<file path="config.mk">
export PLATFORM = sky130hd
export DESIGN_NAME = gpio_irq_sense
export DESIGN_NICKNAME = d
export VERILOG_FILES = /design/src/rtl/gpio_irq_pkg.sv /design/src/rtl/gpio_irq_sync.sv /design/src/rtl/gpio_irq_detect.sv /design/src/rtl/gpio_irq_regs.sv /design/src/rtl/gpio_irq_sense.sv
export SDC_FILE = /design/constraint.sdc
export NUM_CORES = 1
export LEC_CHECK = 0
export BUFFER_PORTS_ARGS = -buffer_cell sky130_fd_sc_hd__buf_4
export CORE_ASPECT_RATIO = 1.2
export CORE_MARGIN = 2
export CORE_UTILIZATION = 35
export DETAILED_ROUTE_END_ITERATION = 8
export SLEW_MARGIN = 30
export SYNTH_ARGS = -nofsm -noshare
export SYNTH_HDL_FRONTEND = slang
export SYNTH_HIERARCHICAL = 1
export SYNTH_SLANG_ARGS = --single-unit
</file>
<file path="constraint.sdc">
create_clock -name clk -period 1.9 [get_ports clk]
set_input_delay 0.285 -clock clk [delete_from_list [all_inputs] [get_ports clk]]
set_output_delay 0.285 -clock clk [all_outputs]
set_load 0.02 [all_outputs]
</file>
<file path="src/rtl/gpio_irq_pkg.sv">
package gpio_irq_pkg;
    // Register byte offsets
    localparam int OFS_GATE     = 'h14;
    localparam int OFS_MSK_SET  = 'h18;
    localparam int OFS_MSK_CLR  = 'h1C;
    localparam int OFS_RAW      = 'h20;
    localparam int OFS_MASKED   = 'h24;
    localparam int OFS_ACK      = 'h28;
    localparam int OFS_TRIG     = 'h40;

    // Trigger selection in bits 2:0 of a pin's code
    typedef enum logic [2:0] {
        TRG_RISE = 3'd0,
        TRG_FALL = 3'd1,
        TRG_HIGH = 3'd2,
        TRG_LOW  = 3'd3,
        TRG_ANY  = 3'd4
    } trig_sel_e;

    localparam int CODE_W    = 4;
    localparam int FAST_BIT  = 3;
endpackage

</file>
<file path="src/rtl/gpio_irq_sync.sv">
module gpio_irq_sync #(
    parameter int W      = 32,
    parameter int STAGES = 2
) (
    input  logic         clk,
    input  logic         rst_n,
    input  logic [W-1:0] d_in,
    output logic [W-1:0] d_out
);
    typedef struct packed {
        logic [STAGES-1:0][W-1:0] stg;
    } sync_t;

    sync_t st_d, st_q;

    always_comb begin
        st_d = st_q;
        st_d.stg[0] = d_in;
        for (int i = 1; i < STAGES; i++) begin
            st_d.stg[i] = st_q.stg[i-1];
        end
    end

    always_ff @(posedge clk or negedge rst_n) begin
        if (!rst_n) st_q <= '0;
        else        st_q <= st_d;
    end

    assign d_out = st_q.stg[STAGES-1];
endmodule

</file>
<file path="src/rtl/gpio_irq_detect.sv">
module gpio_irq_detect
    import gpio_irq_pkg::*;
#(
    parameter int NPIN = 32
) (
    input  logic                         clk,
    input  logic                         rst_n,
    input  logic [NPIN-1:0]              lvl,
    input  logic [NPIN-1:0][CODE_W-1:0]  code,
    output logic [NPIN-1:0]              trig
);
    typedef struct packed {
        logic [NPIN-1:0] dly1;
        logic [NPIN-1:0] dly2;
    } hist_t;

    hist_t st_d, st_q;

    always_comb begin
        st_d      = st_q;
        st_d.dly1 = lvl;
        st_d.dly2 = st_q.dly1;
    end

    always_ff @(posedge clk or negedge rst_n) begin
        if (!rst_n) st_q <= '0;
        else        st_q <= st_d;
    end

    for (genvar p = 0; p < NPIN; p++) begin : g_pin
        logic now_v, old_v;
        assign now_v = code[p][FAST_BIT] ? lvl[p]        : st_q.dly1[p];
        assign old_v = code[p][FAST_BIT] ? st_q.dly1[p]  : st_q.dly2[p];
        always_comb begin
            case (code[p][2:0])
                TRG_RISE: trig[p] = now_v & ~old_v;
                TRG_FALL: trig[p] = ~now_v & old_v;
                TRG_HIGH: trig[p] = now_v;
                TRG_LOW:  trig[p] = ~now_v;
                TRG_ANY:  trig[p] = now_v ^ old_v;
                default:  trig[p] = 1'b0;
            endcase
        end
    end
endmodule

</file>
<file path="src/rtl/gpio_irq_regs.sv">
module gpio_irq_regs
    import gpio_irq_pkg::*;
#(
    parameter int NPIN   = 32,
    parameter int ADDR_W = 7
) (
    input  logic                         clk,
    input  logic                         rst_n,
    input  logic [NPIN-1:0]              trig,
    input  logic                         wr_en,
    input  logic [ADDR_W-1:0]            wr_addr,
    input  logic [NPIN-1:0]              wr_data,
    input  logic [ADDR_W-1:0]            rd_addr,
    output logic [NPIN-1:0]              rd_data,
    output logic [NPIN-1:0][CODE_W-1:0]  code,
    output logic                         irq_lo,
    output logic                         irq_hi
);
    localparam int PER_REG = NPIN / CODE_W > 0 ? 32 / CODE_W : 1;
    localparam int NREG    = NPIN / PER_REG;
    localparam int HALF    = NPIN / 2;

    typedef struct packed {
        logic [NPIN-1:0]             gate;
        logic [NPIN-1:0]             msk;
        logic [NPIN-1:0]             pend;
        logic [NPIN-1:0][CODE_W-1:0] code;
    } regs_t;

    regs_t st_d, st_q;
    logic [NPIN-1:0] set_v, clrm_v, ack_v, masked;

    always_comb begin
        st_d   = st_q;
        set_v  = (wr_en && wr_addr == ADDR_W'(OFS_MSK_SET)) ? wr_data : '0;
        clrm_v = (wr_en && wr_addr == ADDR_W'(OFS_MSK_CLR)) ? wr_data : '0;
        ack_v  = (wr_en && wr_addr == ADDR_W'(OFS_ACK))     ? wr_data : '0;
        if (wr_en && wr_addr == ADDR_W'(OFS_GATE)) st_d.gate = wr_data;
        st_d.msk  = (st_q.msk | set_v) & ~clrm_v;
        st_d.pend = (st_q.pend & ~ack_v) | (trig & st_q.gate);
        for (int r = 0; r < NREG; r++) begin
            if (wr_en && wr_addr == ADDR_W'(OFS_TRIG + 4 * r)) begin
                for (int j = 0; j < PER_REG; j++) begin
                    st_d.code[r*PER_REG+j] = wr_data[j*CODE_W +: CODE_W];
                end
            end
        end
    end

    always_ff @(posedge clk or negedge rst_n) begin
        if (!rst_n) st_q <= '0;
        else        st_q <= st_d;
    end

    assign masked = st_q.pend & st_q.msk;
    assign code   = st_q.code;
    assign irq_lo = |masked[HALF-1:0];
    assign irq_hi = |masked[NPIN-1:HALF];

    always_comb begin
        rd_data = '0;
        case (rd_addr)
            ADDR_W'(OFS_GATE):    rd_data = st_q.gate;
            ADDR_W'(OFS_MSK_CLR): rd_data = st_q.msk;
            ADDR_W'(OFS_RAW):     rd_data = st_q.pend;
            ADDR_W'(OFS_MASKED):  rd_data = masked;
            default:              rd_data = '0;
        endcase
        for (int r = 0; r < NREG; r++) begin
            if (rd_addr == ADDR_W'(OFS_TRIG + 4 * r)) begin
                for (int j = 0; j < PER_REG; j++) begin
                    rd_data[j*CODE_W +: CODE_W] = st_q.code[r*PER_REG+j];
                end
            end
        end
    end

    // Assertion helper: pins carrying an unused trigger code
    logic [NPIN-1:0] dead_v;
    always_comb begin
        for (int i = 0; i < NPIN; i++) dead_v[i] = (st_q.code[i][2:0] > 3'd4);
    end


    gate_block_chk: assert property (@(posedge clk) disable iff (!rst_n)
        1'b1 |=> ((st_q.pend & ~$past(st_q.pend) & ~$past(st_q.gate)) == '0));


    dead_code_chk: assert property (@(posedge clk) disable iff (!rst_n)
        1'b1 |=> ((st_q.pend & ~$past(st_q.pend) & $past(dead_v)) == '0));


    mask_set_chk: assert property (@(posedge clk) disable iff (!rst_n)
        (wr_en && wr_addr == ADDR_W'(OFS_MSK_SET))
        |=> ((st_q.msk & $past(wr_data)) == $past(wr_data)));


    ack_clear_chk: assert property (@(posedge clk) disable iff (!rst_n)
        (wr_en && wr_addr == ADDR_W'(OFS_ACK))
        |=> ((st_q.pend & $past(wr_data) & ~$past(trig & st_q.gate)) == '0));


    irq_mask_chk: assert property (@(posedge clk) disable iff (!rst_n)
        (irq_lo || irq_hi) |-> (st_q.msk != '0 && st_q.pend != '0));
endmodule

</file>
<file path="src/rtl/gpio_irq_sense.sv">
module gpio_irq_sense
    import gpio_irq_pkg::*;
#(
    parameter int NPIN        = 32,
    parameter int ADDR_W      = 7,
    parameter int SYNC_STAGES = 2
) (
    input  logic              clk,
    input  logic              rst_n,
    input  logic [NPIN-1:0]   pin_in,
    input  logic              wr_en,
    input  logic [ADDR_W-1:0] wr_addr,
    input  logic [NPIN-1:0]   wr_data,
    input  logic [ADDR_W-1:0] rd_addr,
    output logic [NPIN-1:0]   rd_data,
    output logic              irq_lo,
    output logic              irq_hi
);
    logic [NPIN-1:0]             lvl;
    logic [NPIN-1:0]             trig;
    logic [NPIN-1:0][CODE_W-1:0] code;

    gpio_irq_sync #(.W(NPIN), .STAGES(SYNC_STAGES)) u_sync (
        .clk(clk), .rst_n(rst_n), .d_in(pin_in), .d_out(lvl)
    );

    gpio_irq_detect #(.NPIN(NPIN)) u_det (
        .clk(clk), .rst_n(rst_n), .lvl(lvl), .code(code), .trig(trig)
    );

    gpio_irq_regs #(.NPIN(NPIN), .ADDR_W(ADDR_W)) u_regs (
        .clk(clk), .rst_n(rst_n), .trig(trig),
        .wr_en(wr_en), .wr_addr(wr_addr), .wr_data(wr_data),
        .rd_addr(rd_addr), .rd_data(rd_data), .code(code),
        .irq_lo(irq_lo), .irq_hi(irq_hi)
    );
endmodule

</file>
[After elaboration in Yosys (flattened, before gate mapping)]
Index checks and enable logic that the tools add are counted.
Word-level totals
  register bits: 352
  input bits: 81
Cells by class
  equal/unequal tests: 144
  multiplexer cells: 104
  bitwise logic cells: 168
  reduce and logical (&&, ||, !) cells: 42
Operators with widths (number)
  32-bit 2-to-1 mux: 7
  3-bit by 2-bit == test with 1-bit output (second input constant): 64
  1-bit one-hot mux with 5 select lines: 32
  32-bit AND: 4
  32-bit one-hot mux with 4 select lines: 1
  3-bit by 1-bit == test with 1-bit output (second input constant): 32
  3-bit == test (second input constant): 32
  3-bit logical NOT: 32
  1-bit AND: 64
  1-bit 2-to-1 mux: 64
  1-bit inverter: 64
  32-bit inverter: 2
  32-bit bitwise OR: 2
  7-bit == test (second input constant): 8
  7-bit by 5-bit == test with 1-bit output (second input constant): 5
  16-bit OR reduction: 2
  1-bit bitwise XOR: 32
  7-bit by 6-bit == test with 1-bit output (second input constant): 3
  1-bit logical AND: 8

[Longest topological paths before layout]
  word-level depth: 6
  mapped depth: 8
  depth with buffers taken out: 7

[Modules after synthesis]
Netlist, hierarchy kept.
Modules (own cells, without submodules)
  gpio_irq_regs: times used 1, cells an instance 1045, area each 12110.4 um^2, sequential area each 5605.4 um^2
  gpio_irq_detect: times used 1, cells an instance 480, area each 5415.2 um^2, sequential area each 1601.5 um^2
  gpio_irq_sync: times used 1, cells an instance 64, area each 1601.5 um^2, sequential area each 1601.5 um^2

[Worst setup path before layout]
OpenSTA, ideal clock, no wires.
  path type: input -> output
  start: input port rd_addr[2]
  end: output port rd_data[30]
  data arrival time: 1702 ps
  required time: 1615 ps
  path slack: -87 ps
  cell stages on the path: 7
  path buffers: 3
  path through: buf_2 > nor3b_2 > and3_1 > clkbuf_1 > buf_2 > a32oi_1 > o22ai_1
On the way
  word-level cells in the longest chain between the ends: 6
Ends and longest elaborated chain
  from (decl): line gpio_irq_sense.sv:14  | input logic [ADDR_W-1:0] rd_addr,
  7-bit by 6-bit == test with 1-bit output or 7-bit by 5-bit == test with 1-bit output (tied branches): line gpio_irq_regs.sv:62  | case (rd_addr)
  32-bit one-hot mux with 4 select lines: line gpio_irq_regs.sv:62
  32-bit 2-to-1 mux (3 in a row): line gpio_irq_regs.sv:70  | if (rd_addr == ADDR_W'(OFS_TRIG + 4 * r)) begin
  32-bit 2-to-1 mux (*): line gpio_irq_regs.sv:70
  to (decl): line gpio_irq_sense.sv:15  | output logic [NPIN-1:0] rd_data,
Every way passes the cells marked *; elsewhere a longest branch is shown, timed or not.

[Worst setup path after layout]
  start: register u_regs/st_q[154] (netlist bit)
  end: output port irq_hi
On the way
  word-level cells in the longest chain between the ends: 2
Ends and longest elaborated chain
  from (decl): line gpio_irq_regs.sv:30  | regs_t st_d, st_q;
  from (signal assigned): line gpio_irq_regs.sv:52  | else st_q <= st_d;
  32-bit AND: line gpio_irq_regs.sv:55  | assign masked = st_q.pend & st_q.msk;
  16-bit OR reduction: line gpio_irq_regs.sv:58  | assign irq_hi = |masked[NPIN-1:HALF];
  to (decl): line gpio_irq_sense.sv:17  | output logic irq_hi
Every way passes these cells.

==> impl_metrics.toml <==
[timing]
rsz0062_at_grt = "true"
finalSetupViolations = 58
tightestPinTransition_ns = 0.5692
fin_crit_sh_pct = 120.0
max_freq_ghz = 0.4388
slew_violations = 0
skew_ns = 0.02969
final_hold_viol_count = 0
finalCriticalPeriod_ns = 2.279
slew_headroom_pct = 61.97
fin_ws_ns = -0.3792

[power_and_ir_drop]
power.total_uw = 22430
worst_ir_drop_vdd_v = 0.0006409
p_switching_uw = 6260
powerDensity_mw_per_mm2 = 873.2
p_sw_share_pct = 27.91
p_leak_uw = 0.01128
power.share.sequential_pct = 41.9
p_int_uw = 16170
clkPwrFrac_pct = 38.1
combPwrFrac_pct = 20.0

[global_route]
grt_max_degree = 60
grt_antenna_before_repair = 1
grt_pass1_wl_um = 84460
grt_remaining_overflow = 0
first_global_vias = 14341
grt_usage_pct = 19.48

[worst_setup_path]
critPathRequiredTime_ns = 1.62
slowest_stage = "dfrtp_2"
path_max_fanout = 2
endpoint_kind = "output pin"
cp.depth = 4
critPathKind = "reg -> out"
crit_family = "compound AO/OA/AOI/OAI gates"
cp_cell_sequence = "a22o_1, a221oi_2, nand4_1, buf_4"
r2r-start = "u_regs/code[119]"
r2r.worst_path.cells = 7
cp-start-kind = "flip-flop"
worst-path-buf-inv = 1
crit_path_start = "u_regs/st_q[154]"
slowest_delay_ns = 0.45
worstPathArrival_ns = 1.99

[layout]
fill_cells = 4760
final_cell_mix = "dfrtp_1 (311), buf_4 (243), mux2_2 (163), a21oi_1 (91), inv_1 (89)"
fin_util_pct = 47.68
drive_above_1_share_pct = 46.87
multi_input_area_sq_mm = 0.009930
layout_commonest_cell = "dfrtp_1"
seqCellArea_sq_mm = 0.008860
syn2layout_area_growth_pct = 34.30
num-nets-final = 1995
n_antenna_cell = 0

[cts]
numCtsBuffers = 42
cts_sinks = 352
insertion_delay_ns = 0.58
clock_path_buffers = 3
h-tree-depth = 2
cts_tree = "built"
clk_pin_slew_ns = 0.06
cts-root-buf = "clkbuf_16"

[floorplan]
core_area_sq_mm = 0.05388
dieArea_sq_mm = 0.05654
io_pins = 115
die_w_um = 217.4
start_util_pct = 35.50
placementRows = 93
die_h_um = 260.1

[synthesis]
synth_edf_count = 0
avgSynthCellArea_sq_um = 12.04
ys_async_sr_fraction_pct = 100.0
syn-num-nets = 1734
syn_area_sq_mm = 0.01913
syn_inst = 1589
ys_seq_elements = 352
synth.distinct_cells = 47
ys_seq_area_share_pct = 46.05
synth_ff_type = "dfrtp_1"
yosys_warnings = 6

[routing]
viasPerCell = 5.216
first_iter_violations = 808
routed_wl_um = 55030
drc = 0
first_pass_iters = 5
vias = 13541
wl_per_cell_um = 21.20
route.antenna.remaining_nets = 0

[status]
violations = "negative setup slack"
status = "finished with violations"

[hold_path]
hold_path.class = "in -> reg"
holdPathStages = 2
hp-start = "wr_data[26]"

[place]
gp_congestion = 0.8408
port-buffer-count = 114
dp.final_hpwl_um = 35290

[run]
maxCapViolCount = 0
==> metrics by stage <==
step           setup WS (ns)  instance area (sq um)  cells  TNS [ns]  hold WS (ns)
2_1_floorplan       -0.02744                  19170   1589   -0.7715      -0.01059
3_3_place_gp         -0.3184                  21160   2365    -10.32        0.2832
3_5_place_dp         -0.3051                  21160   2365    -11.57        0.2801
4_1_cts              -0.3758                  24750   2575    -8.150       0.03939
5_1_grt              -0.4061                  25690   2596    -12.57       0.06638
6_report             -0.3792                  25690   2596    -8.705       0.07163
==> final timing paths <==
check / end / slack [ns]
hold reg to reg: u_sync/d_out[20] / 0.35
min in group asynchronous: u_regs/st_q[214] / 0.25
hold / removal: u_regs/st_q[186] / 0.07
max in group asynchronous: u_regs/code[111] / 0.87
setup / recovery: irq_hi / -0.38
setup reg to reg: u_regs/st_q[157] / -0.16
==> cell type report <==
| cell class | instances | share of cell area [%] |
|---|---|---|
| clock buffers | 62 | 4.773 |
| clock inverters | 16 | 0.9693 |
| inverters | 96 | 1.403 |
| multi-input cells | 937 | 38.65 |
| flip-flops and latches | 352 | 34.49 |
| well taps | 712 | 3.468 |
| repair buffers | 421 | 16.24 |
==> cell usage after synthesis, types with 33 or more instances <==
library cell,n,area (sq um)
dfrtp_1,352,8808
mux2_2,190,2140
buf_4,129,968.4
inv_1,96,360.4
a21oi_1,95,475.5
ha_1,64,800.8
mux2i_1,64,640.6
clkbuf_1,50,187.7
a22o_1,40,350.3
nand2b_1,34,212.7
nor2_1,34,127.6
a31o_1,33,289.0
nand3b_1,33,247.7
==> registers in the layout (all words and copies together) (netlist names) <==
register and cells:
u_det/st_q 32, u_det/st_d 32, u_regs/st_q 96, u_sync/d_out 32, u_regs/code 128, u_sync/st_d 32
==> worst reg2reg max path, delay by kind of cell (launching register included) <==
| kind | cells | cell delay, ns |
|---|---|---|
| AOI/OAI and AO/OA | 3 | 0.78 |
| adders and majority gates | 1 | 0.21 |
| buffers and inverters | 1 | 0.07 |
| DFF | 1 | 0.43 |
| muxes | 1 | 0.27 |
| and+or+nand+nor | 1 | 0.24 |
==> power groups by stage <==
stage	logic, uW	registers [uW]	clock network, uW
floorplan	2630	8920	0
global placement	3340	9420	0
detailed placement	3450	9440	0
CTS	4140	9320	8780
global route	4840	9490	9050
finish	4490	9400	8540
==> routing by layer <==
| metal | vias to the layer above | global-route usage (%) | part of all wire [%] |
|---|---|---|---|
| met1 | 6988 | 25.21 | 43 |
| met5 | - | 0 | 0.020 |
| met4 | 2 | 6.279 | 2.5 |
| met3 | 99 | 2.830 | 4.6 |
| met2 | 339 | 33.46 | 50 |
| li1 | 6113 | - | - |
==> what timing repair did <==
| action | 4_1_cts | 5_1_grt |
|---|---|---|
| endpoints found under the setup margin | 66 | 66 |
| setup buffers | 65 | 23 |
| gates cloned | 4 | 1 |
| resized for setup | 208 | 133 |
| pin swaps | 150 | 54 |
| hold endpoints to repair | 116 | 0 |
| hold buffers | 64 | 0 |
==> logic make-up after synthesis <==
family / share of synthesized area, %
simple gates: 7.516
fa+ha+maj: 4.187
mux: 18.42
xor+xnor: 1.465
compound gates: 13.68
buf+inv: 8.674
flops: 46.05
No activity file was read; power rests on OpenSTA's default activity.
